### config.mk
export PLATFORM = sky130hd
export DESIGN_NAME = symdur_capture
export DESIGN_NICKNAME = d
export VERILOG_FILES = /design/src/rtl/symdur_pkg.sv /design/src/rtl/symdur_meter.sv /design/src/rtl/symdur_fifo.sv /design/src/rtl/symdur_capture.sv
export SDC_FILE = /design/constraint.sdc
export NUM_CORES = 1
export LEC_CHECK = 0
export ABC_AREA = 1
export BUFFER_PORTS_ARGS = -buffer_cell sky130_fd_sc_hd__buf_2
export CORE_ASPECT_RATIO = 1.5
export CORE_MARGIN = 10
export CORE_UTILIZATION = 50
export DETAILED_ROUTE_END_ITERATION = 10
export PLACE_DENSITY = 0.66
export REMOVE_ABC_BUFFERS = 1
export SLEW_MARGIN = 30
export SYNTH_ARGS = -nofsm -noshare
export SYNTH_HDL_FRONTEND = slang
export SYNTH_SLANG_ARGS = --single-unit
### constraint.sdc
create_clock -name clk -period 6.5 [get_ports clk]
set_clock_uncertainty 0.2 [all_clocks]
set_input_delay 0.325 -clock clk [delete_from_list [all_inputs] [get_ports clk]]
set_output_delay 0.325 -clock clk [all_outputs]
set_load 0.005 [all_outputs]
### src/rtl/symdur_pkg.sv
package symdur_pkg;

    typedef enum logic {
        MEAS_PERIOD = 1'b0,
        MEAS_PHASE  = 1'b1
    } meas_mode_e;

    typedef enum logic {
        IRQ_NOT_EMPTY = 1'b0,
        IRQ_HALF      = 1'b1
    } irq_sel_e;

    // Decide whether a sampled level change closes the current symbol
    function automatic logic ends_symbol(meas_mode_e mode, logic prev, logic cur);
        if (mode == MEAS_PHASE)
            return prev != cur;
        else
            return cur & ~prev;
    endfunction

endpackage

### src/rtl/symdur_meter.sv
module symdur_meter
    import symdur_pkg::*;
#(
    parameter int DUR_W    = 16,
    parameter int LSB_DROP = 4
) (
    input  logic             clk,
    input  logic             rst,
    input  logic             tick,
    input  logic             level,
    input  logic             mode_phase,
    output logic             push,
    output logic [DUR_W:0]   push_data,
    output logic             timed_out
);
    localparam int CNT_W = DUR_W + LSB_DROP;
    localparam logic [CNT_W-1:0] CNT_MAX = '1;

    logic [CNT_W-1:0] cnt;
    logic             prev_lvl;
    logic             to_q;
    logic             end_edge;
    logic             sat;
    logic             to_fire;

    always_comb begin
        end_edge  = tick && ends_symbol(meas_mode_e'(mode_phase), prev_lvl, level);
        sat       = (cnt == CNT_MAX);
        to_fire   = tick && !end_edge && sat && !to_q;
        push      = end_edge || to_fire;
        push_data = to_fire ? '1 : {prev_lvl, cnt[CNT_W-1:LSB_DROP]};
    end

    always_ff @(posedge clk) begin
        if (rst) begin
            cnt      <= '0;
            prev_lvl <= 1'b0;
            to_q     <= 1'b0;
        end else if (tick) begin
            prev_lvl <= level;
            if (end_edge) begin
                cnt  <= CNT_W'(1);
                to_q <= 1'b0;
            end else begin
                if (!sat)
                    cnt <= cnt + 1'b1;
                if (to_fire)
                    to_q <= 1'b1;
            end
        end
    end

    assign timed_out = to_q;


    idle_hold_chk: assert property (@(posedge clk) disable iff (rst)
        !tick |=> $stable(cnt) && $stable(prev_lvl));

    count_step_chk: assert property (@(posedge clk) disable iff (rst)
        tick && !end_edge && !sat |=> cnt == $past(cnt) + 1'b1);

    restart_chk: assert property (@(posedge clk) disable iff (rst)
        end_edge |=> cnt == CNT_W'(1) && !timed_out);

    timeout_set_chk: assert property (@(posedge clk) disable iff (rst)
        tick && sat && !end_edge |=> timed_out && cnt == CNT_MAX);

endmodule

### src/rtl/symdur_fifo.sv
module symdur_fifo #(
    parameter int WIDTH = 17,
    parameter int DEPTH = 16
) (
    input  logic                         clk,
    input  logic                         rst,
    input  logic                         wr,
    input  logic [WIDTH-1:0]             wdata,
    input  logic                         rd,
    output logic [WIDTH-1:0]             head,
    output logic [$clog2(DEPTH+1)-1:0]   count,
    output logic                         empty,
    output logic                         full,
    output logic                         overrun
);
    localparam int AW = (DEPTH > 1) ? $clog2(DEPTH) : 1;
    localparam int CW = $clog2(DEPTH + 1);
    localparam logic [AW-1:0] LAST = AW'(DEPTH - 1);

    logic [WIDTH-1:0] mem [DEPTH];
    logic [AW-1:0]    wptr;
    logic [AW-1:0]    rptr;
    logic [CW-1:0]    cnt_q;
    logic             pop;
    logic             accept;
    logic             ovr_q;

    always_comb begin
        pop    = rd && (cnt_q != '0);
        accept = wr && ((cnt_q != CW'(DEPTH)) || pop);
    end

    always_ff @(posedge clk) begin
        if (accept)
            mem[wptr] <= wdata;
    end

    always_ff @(posedge clk) begin
        if (rst) begin
            wptr  <= '0;
            rptr  <= '0;
            cnt_q <= '0;
            ovr_q <= 1'b0;
        end else begin
            if (accept)
                wptr <= (wptr == LAST) ? '0 : wptr + 1'b1;
            if (pop)
                rptr <= (rptr == LAST) ? '0 : rptr + 1'b1;
            if (accept && !pop)
                cnt_q <= cnt_q + 1'b1;
            else if (pop && !accept)
                cnt_q <= cnt_q - 1'b1;
            if (wr && !accept)
                ovr_q <= 1'b1;
        end
    end

    assign head    = mem[rptr];
    assign count   = cnt_q;
    assign empty   = (cnt_q == '0);
    assign full    = (cnt_q == CW'(DEPTH));
    assign overrun = ovr_q;


    count_bound_chk: assert property (@(posedge clk) disable iff (rst)
        cnt_q <= CW'(DEPTH));

    fill_step_chk: assert property (@(posedge clk) disable iff (rst)
        wr && !rd && !full |=> count == $past(count) + 1'b1);

    overrun_drop_chk: assert property (@(posedge clk) disable iff (rst)
        wr && !rd && full |=> overrun && full);

    empty_read_chk: assert property (@(posedge clk) disable iff (rst)
        rd && empty && !wr |=> empty);

endmodule

### src/rtl/symdur_capture.sv
module symdur_capture
    import symdur_pkg::*;
#(
    parameter int DUR_W    = 16,
    parameter int LSB_DROP = 4,
    parameter int DEPTH    = 16
) (
    input  logic                         clk,
    input  logic                         rst,
    input  logic                         rx_tick,
    input  logic                         rx_level,
    input  logic                         mode_phase,
    input  logic                         irq_half_sel,
    input  logic                         rd_en,
    output logic [DUR_W+1:0]             rd_word,
    output logic [$clog2(DEPTH+1)-1:0]   fifo_count,
    output logic                         fifo_empty,
    output logic                         fifo_full,
    output logic                         timeout_flag,
    output logic                         overrun_flag,
    output logic                         rx_irq
);
    localparam int EW = DUR_W + 1;
    localparam int CW = $clog2(DEPTH + 1);

    logic          push;
    logic [EW-1:0] push_data;
    logic [EW-1:0] head;

    symdur_meter #(.DUR_W(DUR_W), .LSB_DROP(LSB_DROP)) u_meter (
        .clk        (clk),
        .rst        (rst),
        .tick       (rx_tick),
        .level      (rx_level),
        .mode_phase (mode_phase),
        .push       (push),
        .push_data  (push_data),
        .timed_out  (timeout_flag)
    );

    symdur_fifo #(.WIDTH(EW), .DEPTH(DEPTH)) u_fifo (
        .clk     (clk),
        .rst     (rst),
        .wr      (push),
        .wdata   (push_data),
        .rd      (rd_en),
        .head    (head),
        .count   (fifo_count),
        .empty   (fifo_empty),
        .full    (fifo_full),
        .overrun (overrun_flag)
    );

    // More-data bit is formed at read time from the live occupancy
    always_comb begin
        if (rd_en && !fifo_empty)
            rd_word = {(fifo_count > CW'(1)), head};
        else
            rd_word = '0;
    end

    always_comb begin
        if (irq_sel_e'(irq_half_sel) == IRQ_HALF)
            rx_irq = (fifo_count >= CW'(DEPTH / 2));
        else
            rx_irq = !fifo_empty;
    end


    irq_mode_chk: assert property (@(posedge clk) disable iff (rst)
        !irq_half_sel |-> rx_irq == !fifo_empty);

    last_entry_chk: assert property (@(posedge clk) disable iff (rst)
        rd_en && fifo_count == CW'(1) |-> !rd_word[DUR_W+1]);

    empty_zero_chk: assert property (@(posedge clk) disable iff (rst)
        rd_en && fifo_empty |-> rd_word == '0);

    pop_step_chk: assert property (@(posedge clk) disable iff (rst)
        rd_en && !fifo_empty && !push |=> fifo_count == $past(fifo_count) - 1'b1);

endmodule

==> summary.txt, run 1 <==
Run status
  – Result of the run: finished clean

STA
  – Max_slew headroom: 36.3%
  – Count of pins over their slew limit: 0
  – Final Hold Slack: 0.0279 ns
  – Maximum clock frequency: 223 MHz
  – Unrepaired setup endpoints after global routing: no
  – Time the worst path needs with I/O delays and setup: 4.49 ns
  – Final worst path period share: 69.1%
  – Count of endpoints failing setup in the final report: 0
  – Measured slew at the worst slew-check pin: 0.955 ns
  – Total count of hold-check failures in the final report: 0
  – Setup Total Neg Slack: 0 ns

Synthesis
  – Mapped Cells: 1220
  – Dominant synthesized flop cell: sky130_fd_sc_hd__edfxtp_1
  – Area contributors post-synth: sky130_fd_sc_hd__edfxtp_1 (62%), sky130_fd_sc_hd__nor2_1 (7.2%), sky130_fd_sc_hd__dfxtp_1 (6.0%), sky130_fd_sc_hd__o21ai_0 (6.0%), sky130_fd_sc_hd__nand2_1 (4.6%)
  – Synthesized cell area: 13300 um^2
  – Flop and latch count out of synthesis: 312
  – Synth warn: 0
  – Number of enable flip-flop cells after synthesis: 272
  – Avg Synthesized Cell Area: 10.9 um^2
  – Synth unique cells: 37
  – Cell taking the most area after synthesis: sky130_fd_sc_hd__edfxtp_1
  – Share of async-settable or async-resettable flops after synthesis: 0%
  – Register area share after synthesis: 67.6%
  – Fraction of post-synthesis cell area in the top cell type by area: 61.6%

Drt
  – Total number of vias: 8907
  – Top Layer Used: met4
  – Met1 Wirelength: 13100 um
  – Detailed-route wire length: 31400 um
  – DRC violations left: 0
  – Met3 WL post-DR: 1560 um
  – Met2 WL post-DR: 16100 um
  – Detailed router's first-iteration violation count: 704
  – Router iterations before antenna repair: 7
  – Via-to-Cell Ratio: 5.63
  – Avg WL per Cell: 19.8 um
  – Number of antenna-violating nets in the routed design: 0

Setup path
  – Worst-path cell chain: clkinv_2 > buf_4 > nor2_1 > nor2_1 > o21ai_0 > o211ai_1 > o21ai_1 > nand2_1 > nand2_1 > nor2_1 > buf_2
  – Data arrival time of the critical path: 3.97 ns
  – Register-to-register setup slack: 3.05 ns
  – Max Fanout on Critical Path: 85
  – Category of the most critical setup path: register to primary output
  – Largest incremental delay on the critical path: 0.87 ns
  – CP Launch Type: register
  – Required time reported for the critical path endpoint: 5.97 ns
  – Most Frequent Cell on Critical Path: sky130_fd_sc_hd__nor2_1
  – CP endpoint kind: primary output
  – Cell at the slowest stage of the critical path: sky130_fd_sc_hd__dfxtp_4

Placed design
  – Placed wire-length estimate after detailed placement: 18300 um
  – Total of buffers placed on input and output ports: 34
  – Final weighted congestion of routability-driven global placement: 0.814

CTS
  – Clock buffer count from CTS: 28
  – Number of buffers inserted by hold repair at cts: 4
  – CTS H-Tree Depth: 1
  – CTS tree: yes
  – Setup fix buffers added after clock tree synthesis: 0
  – Root buffer cell: sky130_fd_sc_hd__clkbuf_16
  – Clock Pin Slew Worst Setup and Hold Paths: 0.06 ns
  – Clock latency reported for the late side of the worst-skew pair: 0.54 ns
  – Maximum buffer depth of the clock tree: 3
  – Sink Count: 312
  – Quantity of gates resized following cts: 0

Final layout
  – Antenna fix cells: 0
  – Area growth from synthesis to final layout: 10.0%
  – Fraction of final layout cells with drive strength greater than 1: 11.4%
  – End-of-flow core utilization: 55.5%
  – Number of filler instances in the final layout: 2248
  – Final-stage net count: 1242

Floorplan
  – Horizontal die dimension: 153 um
  – Ports: 35
  – Starting density of the core: 50.4%
  – FP Rows: 73
  – Area of the die: 33600 um^2
  – Height of the chip: 219 um
  – Core area: 26300 um^2

Global route
  – Number of global-route vias before repair: 8710
  – Gr ovfl total: 0
  – First-pass GRT wire length: 48700 um
  – Initial antenna violation count: 0
  – Global-route total usage across every layer: 18.1%
  – Pin count of the biggest net entering global routing: 89

Pwr
  – Worst-case vdd ir drop: 0.205 mV
  – PD cells: 347 nW/um^2
  – P_leak: 5.31 nW

Job
  – Number of max-cap violations: 0

Worst hold path
  – Path class of the lowest-slack min-delay path: primary input to register
[per-stage QoR]
step	instances	instance area (um^2)	setup WS [ns]	total power, mW
after floorplan	1142	12900	0.790	3.14
after global placement	1526	13700	2.58	3.56
after detailed placement	1526	13700	2.54	3.58
after CTS	1582	14600	1.95	5.11
after global routing	1582	14600	1.69	5.34
final	1582	14600	2.01	5.07
[placed cells by master, fill, tap and decap left out, drive strengths merged, types with 4 or more instances in the layout]
cell / n
nand3: 30
nand2: 178
dlygate4sd3: 4
nor2: 258
ha: 12
dfxtp: 40
clkbuf: 40
xnor2: 4
a21oi: 32
xor2: 5
o21ai: 172
nand4: 10
nor3: 5
buf: 47
inv: 51
edfxtp: 272
o211ai: 17
clkinv: 17
o22ai: 43
[layout make-up]
class,count,area (um^2),area share (%)
flip-flops and latches,312,8970,61.5
well taps,337,422,2.89
inverters,57,220,1.51
multi-input cells,773,3810,26.1
repair buffers,51,308,2.11
clock buffers,40,787,5.39
clock inverters,12,62.6,0.429
[critical path, delay by kind of cell (launching register included)]
family,cells,cell delay [ns]
flops,1,0.87
compound gates,3,0.35
buf+inv,3,1.60
simple gates,5,0.51
[cell usage after synthesis, types with 2 or more instances]
cell	number
sky130_fd_sc_hd__o21ai_0	160
sky130_fd_sc_hd__o21ai_1	12
sky130_fd_sc_hd__edfxtp_1	272
sky130_fd_sc_hd__nor2_1	254
sky130_fd_sc_hd__clkbuf_1	57
sky130_fd_sc_hd__o211ai_1	17
sky130_fd_sc_hd__xnor2_1	4
sky130_fd_sc_hd__nand2_2	13
sky130_fd_sc_hd__dfxtp_1	40
sky130_fd_sc_hd__nor2_8	2
sky130_fd_sc_hd__nand2_4	4
sky130_fd_sc_hd__a21oi_1	23
sky130_fd_sc_hd__buf_1	3
sky130_fd_sc_hd__a21oi_2	9
sky130_fd_sc_hd__clkinv_1	4
sky130_fd_sc_hd__buf_2	14
sky130_fd_sc_hd__nand3_1	28
sky130_fd_sc_hd__nor3_1	4
sky130_fd_sc_hd__inv_1	52
sky130_fd_sc_hd__ha_1	12
sky130_fd_sc_hd__xor2_1	5
sky130_fd_sc_hd__nand3_2	2
sky130_fd_sc_hd__buf_6	2
sky130_fd_sc_hd__nand4_1	10
sky130_fd_sc_hd__o22ai_1	43
sky130_fd_sc_hd__o21bai_1	3
sky130_fd_sc_hd__nand2_1	161
[sequential cells by signal, summed over array words and instances (netlist names), named ones only]
name,flops
u_fifo.rptr,4
u_meter.timed_out,1
u_fifo.mem,272
u_fifo.overrun,1
u_meter.prev_lvl,1
u_fifo.count,5
u_fifo.wptr,4
u_meter.cnt,20
[layer usage]
metal  vias to the layer above  GRT usage [%]
met5                         -              0
li1                       4242              -
met3                        48           2.18
met1                      4352           22.3
met2                       265           32.5
met4                         0           5.80
[logic make-up after synthesis]
logic type	after synthesis	share of synthesized area, %
multiplexers	1	0.0755
AND/OR/NAND/NOR	483	15.1
buffers and inverters	135	4.26
AO/OA/AOI/OAI	268	11.2
flip-flops	312	67.6
adder cells (fa/ha/maj)	12	1.13
XOR/XNOR	9	0.594
[power by group]
| group | switching, mW | total, mW | internal [mW] |
|---|---|---|---|
| clock | 0.693 | 1.53 | 0.842 |
| combinational | 0.839 | 1.25 | 0.409 |
| sequential | 0.0879 | 2.28 | 2.19 |
| total | 1.62 | 5.07 | 3.45 |
[worst paths after layout]
check,start,endpoint,cells after the start
setup / recovery,register,rd_word[6],11
hold / removal,rx_tick,u_meter.cnt[19]$_SDFFE_PP0P_,5
setup reg to reg,u_meter.cnt[6]$_SDFFE_PP0P_,u_fifo.mem[8][7]$_DFFE_PP_,11
hold reg to reg,u_fifo.rptr[2]$_SDFFE_PP0N_,register,2
Note: power is estimated with default switching activity, not from simulation.
==> run 2: changes to the inputs <==
--- a/config.mk
+++ b/config.mk
@@ -11,7 +11,7 @@
 export CORE_MARGIN = 10
 export CORE_UTILIZATION = 50
 export DETAILED_ROUTE_END_ITERATION = 10
-export PLACE_DENSITY = 0.66
+export PLACE_DENSITY = 0.69
 export REMOVE_ABC_BUFFERS = 1
 export SLEW_MARGIN = 30
 export SYNTH_ARGS = -nofsm -noshare
==> constraint.sdc (replaced) <==
create_clock -name clk -period 3.9 [get_ports clk]
set_clock_uncertainty 0.2 [all_clocks]
set_input_delay 0.195 -clock clk [delete_from_list [all_inputs] [get_ports clk]]
set_output_delay 0.195 -clock clk [all_outputs]
set_load 0.005 [all_outputs]
==> run 2 against run 1 <==
Against the previous run: wire length is 5.7% higher; clock-buffer cell count fell by 6; sequential power rose by 66%; critical path depth decreased by 2; die area unchanged; worst hold slack better by 0.25 ns; global-route usage rose by 1.2 points; utilization grew 1.6 points; via count up 3.0%; final cell count up 2.4%; combinational power grew 74%; largest cell class unchanged; largest power group unchanged.
==> summary.txt, run 2 (same netlist as run 1, synthesis figures left out) <==
Final layout
  – Number of filler instances in the final layout: 2185 (-2.8%)
  – Sequential cell area: 8970 um^2 (unchanged)
  – Area growth from synthesis to final layout: 13.2%
  – Fraction of final layout cells with drive strength greater than 1: 14.3% (+2.9 points)
  – Most frequent cells in the layout: sky130_fd_sc_hd__edfxtp_1 (272), sky130_fd_sc_hd__nor2_1 (238), sky130_fd_sc_hd__nand2_1 (161)
  – Leading cell type in the layout, fill and taps excluded: sky130_fd_sc_hd__edfxtp_1
  – Cell Count, Final, Fillers Out: 1620 (+2.4%)
  – Final-stage net count: 1280 (+3.1%)
  – Reg with most FFs: u_fifo.mem
  – Antenna fix cells: 0 (unchanged)
  – Multi-input gate area in the final layout: 3770 um^2 (-1.2%)
  – Final instance area: 15000 um^2 (+2.9%)
  – Max reg flops: 272 (unchanged)

STA
  – Count of pins over their slew limit: 0 (unchanged)
  – Maximum clock frequency: 311 MHz
  – Count of endpoints failing setup in the final report: 0 (unchanged)
  – Time the worst path needs with I/O delays and setup: 3.21 ns
  – Unrepaired setup endpoints after global routing: no
  – Max_slew headroom: 34.5% (-1.8 points)
  – Final worst path period share: 82.4%
  – Measured slew at the worst slew-check pin: 0.982 ns (+0.0263 ns)
  – Total count of hold-check failures in the final report: 0 (unchanged)

Setup path
  – Max Fanout on Critical Path: 11 (-87%)
  – Category of the most critical setup path: register to primary output
  – CP Launch Type: register
  – End of the worst register-to-register path: u_fifo.mem[0][11]$_DFFE_PP_
  – Worst path bufs/invs: 4 (+1)
  – Depth of the most critical reg-to-reg path: 11 (unchanged)
  – Category of cells accounting for the largest share of critical-path delay: buffers and inverters
  – Cell at the slowest stage of the critical path: sky130_fd_sc_hd__inv_1
  – CP endpoint kind: primary output
  – Largest incremental delay on the critical path: 0.50 ns (-0.37 ns)
  – Required time reported for the critical path endpoint: 3.50 ns (-2.47 ns)
  – Register-to-register setup slack: 0.89 ns (-2.16 ns)
  – Worst-path cell chain: inv_1 > ha_1 > nand3_1 > nand2_1 > inv_1 > buf_4 > nand2_1 > a21oi_1 > buf_2
  – Startpoint of the most critical register-to-register path: u_meter.cnt[12]$_SDFFE_PP0P_
  – Data arrival time of the critical path: 2.82 ns (-1.15 ns)

Pwr
  – Worst-case vdd ir drop: 0.494 mV (+140%)
  – PD cells: 595 nW/um^2 (+71%)
  – P_leak: 5.61 nW (+5.6%)
  – Final total power: 8.94 mW (+76%)

Worst hold path
  – Path class of the lowest-slack min-delay path: register to register
  – Worst hold path cell count: 2 (-3)
  – Worst min-delay path startpoint: u_fifo.rptr[2]$_SDFFE_PP0N_

CTS
  – CTS tree: yes
  – CTS H-Tree Depth: 1 (unchanged)
  – Clock latency reported for the late side of the worst-skew pair: 0.55 ns (about the same)
  – Clock buffer count from CTS: 28 (unchanged)
  – Root buffer cell: sky130_fd_sc_hd__clkbuf_16
  – Maximum buffer depth of the clock tree: 3 (unchanged)
  – Clock Pin Slew Worst Setup and Hold Paths: 0.07 ns (about the same)
  – Sink Count: 312 (unchanged)

Drt
  – Detailed-route wire length: 33100 um (+5.7%)
  – Via-to-Cell Ratio: 5.66 (+0.54%)
  – Detailed router's first-iteration violation count: 1074 (+53%)
  – DRC violations left: 0 (unchanged)
  – Total number of vias: 9170 (+3.0%)
  – Router iterations before antenna repair: 6 (-1)
  – Number of antenna-violating nets in the routed design: 0 (unchanged)
  – Avg WL per Cell: 20.5 um (+3.2%)

Global route
  – Global-route total usage across every layer: 19.3% (+1.2 points)
  – Gr ovfl total: 0 (unchanged)
  – First-pass GRT wire length: 51300 um (+5.4%)
  – Number of global-route vias before repair: 9073 (+4.2%)
  – Initial antenna violation count: 0 (unchanged)
  – Pin count of the biggest net entering global routing: 133 (+49%)

Placed design
  – Placed wire-length estimate after detailed placement: 20300 um (+11%)
  – Final weighted congestion of routability-driven global placement: 0.949 (+17%)
  – Cell total after placement: 1561 (+2.3%)
  – Total placed instance area: 13900 um^2 (+1.8%)
  – Total of buffers placed on input and output ports: 34 (unchanged)

Floorplan
  – Ports: 35 (unchanged)
  – Core area: 26300 um^2 (unchanged)
  – Starting density of the core: 50.4% (unchanged)
  – Height of the chip: 219 um (unchanged)
  – Area of the die: 33600 um^2 (unchanged)
  – Horizontal die dimension: 153 um (unchanged)
  – FP Rows: 73 (unchanged)

Job
  – Number of max-cap violations: 0 (unchanged)

Run status
  – Result of the run: finished clean
## run 2: cell types whose count changed in the layout (fill, tap and decap cells not counted), moves of 2 or more
cell,previous run,this run
sky130_fd_sc_hd__buf_4,13,46
sky130_fd_sc_hd__nor2_2,8,17
sky130_fd_sc_hd__nor2_4,10,1
sky130_fd_sc_hd__bufinv_16,0,6
sky130_fd_sc_hd__clkbuf_1,9,4
sky130_fd_sc_hd__dlygate4sd3_1,4,7
sky130_fd_sc_hd__buf_12,0,2
sky130_fd_sc_hd__clkinv_1,7,5
sky130_fd_sc_hd__clkinvlp_4,1,3
## run 2: final cells by class
| class | instances | share of cell area, % |
|---|---|---|
| Clock inverter | 18 | 1.67 |
| Tap cell | 337 | 2.81 |
| Sequential cell | 312 | 59.8 |
| Clock buffer | 34 | 5.02 |
| Multi-Input combinational cell | 773 | 25.1 |
| Timing Repair Buffer | 89 | 4.17 |
| Inverter | 57 | 1.47 |
## run 2: repair_timing
action | 4_1_cts | 5_1_grt
endpoints found under the hold margin | 23 | 0
setup buffers | 0 | 0
hold buffers | 7 | 0
gates resized for setup | 0 | 0
## run 2: worst max-delay path by stage
stage,from,endpoint,slack [ns],depth (start not counted)
global route,u_fifo.count[0]$_SDFFE_PP0P_,rd_word[12],0.48,9
detailed placement,u_meter.cnt[12]$_SDFFE_PP0P_,u_fifo.mem[0][2]$_DFFE_PP_,0.92,11
finish,u_fifo.count[0]$_SDFFE_PP0P_,rd_word[12],0.69,9
floorplan,register,rd_word[13],-1.68,9
global placement,u_meter.cnt[12]$_SDFFE_PP0P_,u_fifo.mem[0][5]$_DFFE_PP_,0.96,11
CTS,u_fifo.count[0]$_SDFFE_PP0P_,rd_word[12],0.68,9
## run 2: where the power goes
part / internal (mW) / switching (mW)
logic: 0.733 / 1.44
clock network: 1.78 / 1.20
registers: 3.66 / 0.133
## run 2: tightest hold or removal path, stage by stage, from the launching register on
cell	delay (ns)
sky130_fd_sc_hd__dfxtp_1	0.33
sky130_fd_sc_hd__inv_1	0.05
sky130_fd_sc_hd__a21oi_1	0.06
## run 2: routing by layer
layer / global-route usage [%] / part of all wire (%) / up-vias
li1: - / - / 4314
met1: 23.3 / 40 / 4473
met2: 33.7 / 50 / 317
met3: 2.63 / 5.6 / 66
met4: 9.11 / 4.1 / 0
met5: 0 / 0 / -
## run 2: metrics by stage
stage	hold slack (ns)	setup TNS [ns]	utilization, %	worst slack (ns)
global placement	0.255	0	53.0	0.963
CTS	0.283	0	57.1	0.681
global route	0.321	0	57.1	0.483
detailed placement	0.253	0	53.0	0.917
finish	0.276	0	57.1	0.686
floorplan	0.0574	-28.28	-	-1.68
==> run 3: changes to the inputs <==
--- a/config.mk
+++ b/config.mk
@@ -11,7 +11,7 @@
 export CORE_MARGIN = 10
 export CORE_UTILIZATION = 50
 export DETAILED_ROUTE_END_ITERATION = 10
-export PLACE_DENSITY = 0.69
+export PLACE_DENSITY = 0.66
 export REMOVE_ABC_BUFFERS = 1
 export SLEW_MARGIN = 30
 export SYNTH_ARGS = -nofsm -noshare
==> constraint.sdc (replaced) <==
create_clock -name clk -period 3.1 [get_ports clk]
set_clock_uncertainty 0.2 [all_clocks]
set_input_delay 0.155 -clock clk [delete_from_list [all_inputs] [get_ports clk]]
set_output_delay 0.155 -clock clk [all_outputs]
set_load 0.005 [all_outputs]
==> run 3 against run 2 <==
Against the previous run: final cell count increased by 0.19%; combinational power grew 37%; worst hold slack improved by 0.0066 ns; first-iteration DRC count is 30% lower; wire length decreased by 3.9%; via count down 2.1%.
==> summary.txt, run 3 (same netlist as run 1, synthesis figures left out) <==
Global route
  – First-pass GRT wire length: 50100 um (-2.4%)
  – Global-route total usage across every layer: 18.6% (-0.70 points)
  – Pin count of the biggest net entering global routing: 141 (+6.0%)
  – Number of global-route vias before repair: 9095 (+0.24%)
  – Gr ovfl total: 0 (unchanged)
  – Initial antenna violation count: 1 (+1)

Final layout
  – Fraction of final layout cells with drive strength greater than 1: 14.2% (-0.19 points)
  – Cell Count, Final, Fillers Out: 1623 (+0.19%)
  – Most frequent cells in the layout: sky130_fd_sc_hd__edfxtp_1 (272), sky130_fd_sc_hd__nor2_1 (238), sky130_fd_sc_hd__nand2_1 (161)
  – Antenna fix cells: 0 (unchanged)
  – Max reg flops: 272 (unchanged)
  – Final instance area: 15000 um^2 (about the same)
  – Reg with most FFs: u_fifo.mem
  – Final-stage net count: 1286 (+0.47%)
  – Area growth from synthesis to final layout: 13.3% (about the same)
  – Number of filler instances in the final layout: 2214 (+1.3%)
  – Leading cell type in the layout, fill and taps excluded: sky130_fd_sc_hd__edfxtp_1

STA
  – Measured slew at the worst slew-check pin: 0.773 ns (-0.208 ns)
  – Time the worst path needs with I/O delays and setup: 2.91 ns
  – Final Hold Slack: 0.283 ns (+0.00656 ns)
  – Unrepaired setup endpoints after global routing: no
  – Final worst path period share: 94.0%
  – PnR worst setup slack: 0.187 ns (-0.499 ns)
  – Max_slew headroom: 48.3% (+14 points)
  – Maximum clock frequency: 343 MHz
  – Count of pins over their slew limit: 0 (unchanged)
  – Count of endpoints failing setup in the final report: 0 (unchanged)
  – Total count of hold-check failures in the final report: 0 (unchanged)

Drt
  – Detailed router's first-iteration violation count: 757 (-30%)
  – Avg WL per Cell: 19.6 um (-4.1%)
  – Detailed-route wire length: 31800 um (-3.9%)
  – Total number of vias: 8979 (-2.1%)
  – DRC violations left: 0 (unchanged)
  – Router iterations before antenna repair: 5 (-1)
  – Number of antenna-violating nets in the routed design: 0 (unchanged)
  – Via-to-Cell Ratio: 5.53 (-2.3%)

Pwr
  – P_leak: 5.55 nW (-1.1%)
  – Worst-case vdd ir drop: 0.537 mV (+8.7%)
  – Final total power: 11.1 mW (+24%)
  – PD cells: 737 nW/um^2 (+24%)

Setup path
  – CP endpoint kind: primary output
  – Category of cells accounting for the largest share of critical-path delay: compound AO/OA/AOI/OAI gates
  – Worst path bufs/invs: 2 (-2)
  – Depth of the most critical reg-to-reg path: 12 (+1)
  – Data arrival time of the critical path: 2.56 ns (-0.26 ns)
  – Last element of the critical path: rd_word[1]
  – Startpoint of the most critical register-to-register path: u_fifo.count[1]$_SDFFE_PP0P_
  – End of the worst register-to-register path: u_fifo.count[2]$_SDFFE_PP0P_
  – Largest incremental delay on the critical path: 0.38 ns (-0.12 ns)
  – Register-to-register setup slack: 0.40 ns (-0.49 ns)
  – Worst-path cell chain: buf_12 > o21ai_0 > o211ai_1 > o21ai_0 > nand2_1 > nand2_1 > nor2_1 > buf_2
  – Required time reported for the critical path endpoint: 2.74 ns (-0.76 ns)
  – Category of the most critical setup path: register to primary output
  – Worst path depth: 8 (-1)
  – Cell at the slowest stage of the critical path: sky130_fd_sc_hd__buf_12
  – CP Launch Type: register
  – Max Fanout on Critical Path: 140 (+129)

Floorplan
  – Core area: 26300 um^2 (unchanged)
  – Area of the die: 33600 um^2 (unchanged)
  – Horizontal die dimension: 153 um (unchanged)
  – Height of the chip: 219 um (unchanged)
  – Starting density of the core: 50.4% (unchanged)
  – Ports: 35 (unchanged)
  – FP Rows: 73 (unchanged)

Placed design
  – Total of buffers placed on input and output ports: 34 (unchanged)
  – Total placed instance area: 14000 um^2 (+0.61%)
  – Final weighted congestion of routability-driven global placement: 0.847 (-11%)
  – Placed wire-length estimate after detailed placement: 19900 um (-2.3%)
  – Worst slack at placement: 0.425 ns (-0.491 ns)
  – Cell total after placement: 1564 (+0.19%)

CTS
  – Clock Pin Slew Worst Setup and Hold Paths: 0.06 ns (about the same)
  – Clock buffer count from CTS: 28 (unchanged)
  – Maximum buffer depth of the clock tree: 3 (unchanged)
  – Sink Count: 312 (unchanged)
  – Root buffer cell: sky130_fd_sc_hd__clkbuf_16
  – Clock latency reported for the late side of the worst-skew pair: 0.54 ns (about the same)
  – CTS H-Tree Depth: 1 (unchanged)
  – CTS tree: yes

Job
  – Number of max-cap violations: 0 (unchanged)

Run status
  – Result of the run: finished clean

Worst hold path
  – Path class of the lowest-slack min-delay path: register to register
## run 3: changes by cell type in the layout (fill, tap and decap cells not counted), sizes merged
cell,before,now
buf,82,88
bufinv,6,3
clkbuf,34,32
clkinv,14,17
inv,52,51
## run 3: final cells by class
| type | instances | area (um^2) | share of cell area (%) |
|---|---|---|---|
| inverters | 57 | 225 | 1.50 |
| well taps | 337 | 422 | 2.81 |
| flip-flops and latches | 312 | 8970 | 59.7 |
| clock inverters | 17 | 151 | 1.01 |
| repair buffers | 95 | 746 | 4.96 |
| clock buffers | 32 | 737 | 4.91 |
| multi-input cells | 773 | 3770 | 25.1 |
## run 3: worst register-to-register path, stage by stage (launching register included)
cell	delay (ns)
sky130_fd_sc_hd__dfxtp_1	0.33
sky130_fd_sc_hd__inv_1	0.14
sky130_fd_sc_hd__ha_1	0.19
sky130_fd_sc_hd__nand3_1	0.13
sky130_fd_sc_hd__nand2_1	0.28
sky130_fd_sc_hd__nand2_1	0.24
sky130_fd_sc_hd__nand2_4	0.16
sky130_fd_sc_hd__clkinv_4	0.09
sky130_fd_sc_hd__ha_1	0.34
sky130_fd_sc_hd__nor2_1	0.15
sky130_fd_sc_hd__o21ai_0	0.12
sky130_fd_sc_hd__o21ai_0	0.15
sky130_fd_sc_hd__a21oi_1	0.06
## run 3: per-stage QoR
step | TNS [ns] | util (%)
after floorplan | -41.20 | -
after global placement | 0 | 53.3
after detailed placement | 0 | 53.3
after CTS | 0 | 57.0
after global routing | 0 | 57.1
final | 0 | 57.1
## run 3: worst min-delay path by stage
stage	cells after the start	slack [ns]	from	to
after CTS	2	0.29	u_fifo.overrun$_SDFFE_PP0P_	u_fifo.overrun$_SDFFE_PP0P_
after floorplan	1	0.02	rst	u_meter.cnt[10]$_SDFFE_PP0P_
after detailed placement	3	0.22	rx_level	u_meter.prev_lvl$_SDFFE_PP0P_
final	2	0.28	u_fifo.overrun$_SDFFE_PP0P_	u_fifo.overrun$_SDFFE_PP0P_
after global routing	2	0.30	u_fifo.rptr[2]$_SDFFE_PP0N_	register
after global placement	3	0.21	rx_level	u_meter.prev_lvl$_SDFFE_PP0P_
## run 3: power by group
| group | switching (mW) | internal [mW] |
|---|---|---|
| clock network | 1.44 | 1.94 |
| logic | 1.96 | 1.02 |
| registers | 0.107 | 4.60 |
| total | 3.51 | 7.56 |
## run 3: what timing repair did
action / CTS / global route
resized for setup: 1 / 2
setup buffers: 0 / 3
hold buffers: 7 / 0
hold endpoints to repair: 26 / 0
endpoints found under the setup margin: 14 / 7
## run 3: layer usage
metal	global-route usage, %	part of all wire (%)
met1	22.5	40
met2	33.3	52
met3	2.69	5.4
met4	6.63	2.5
met5	0	0
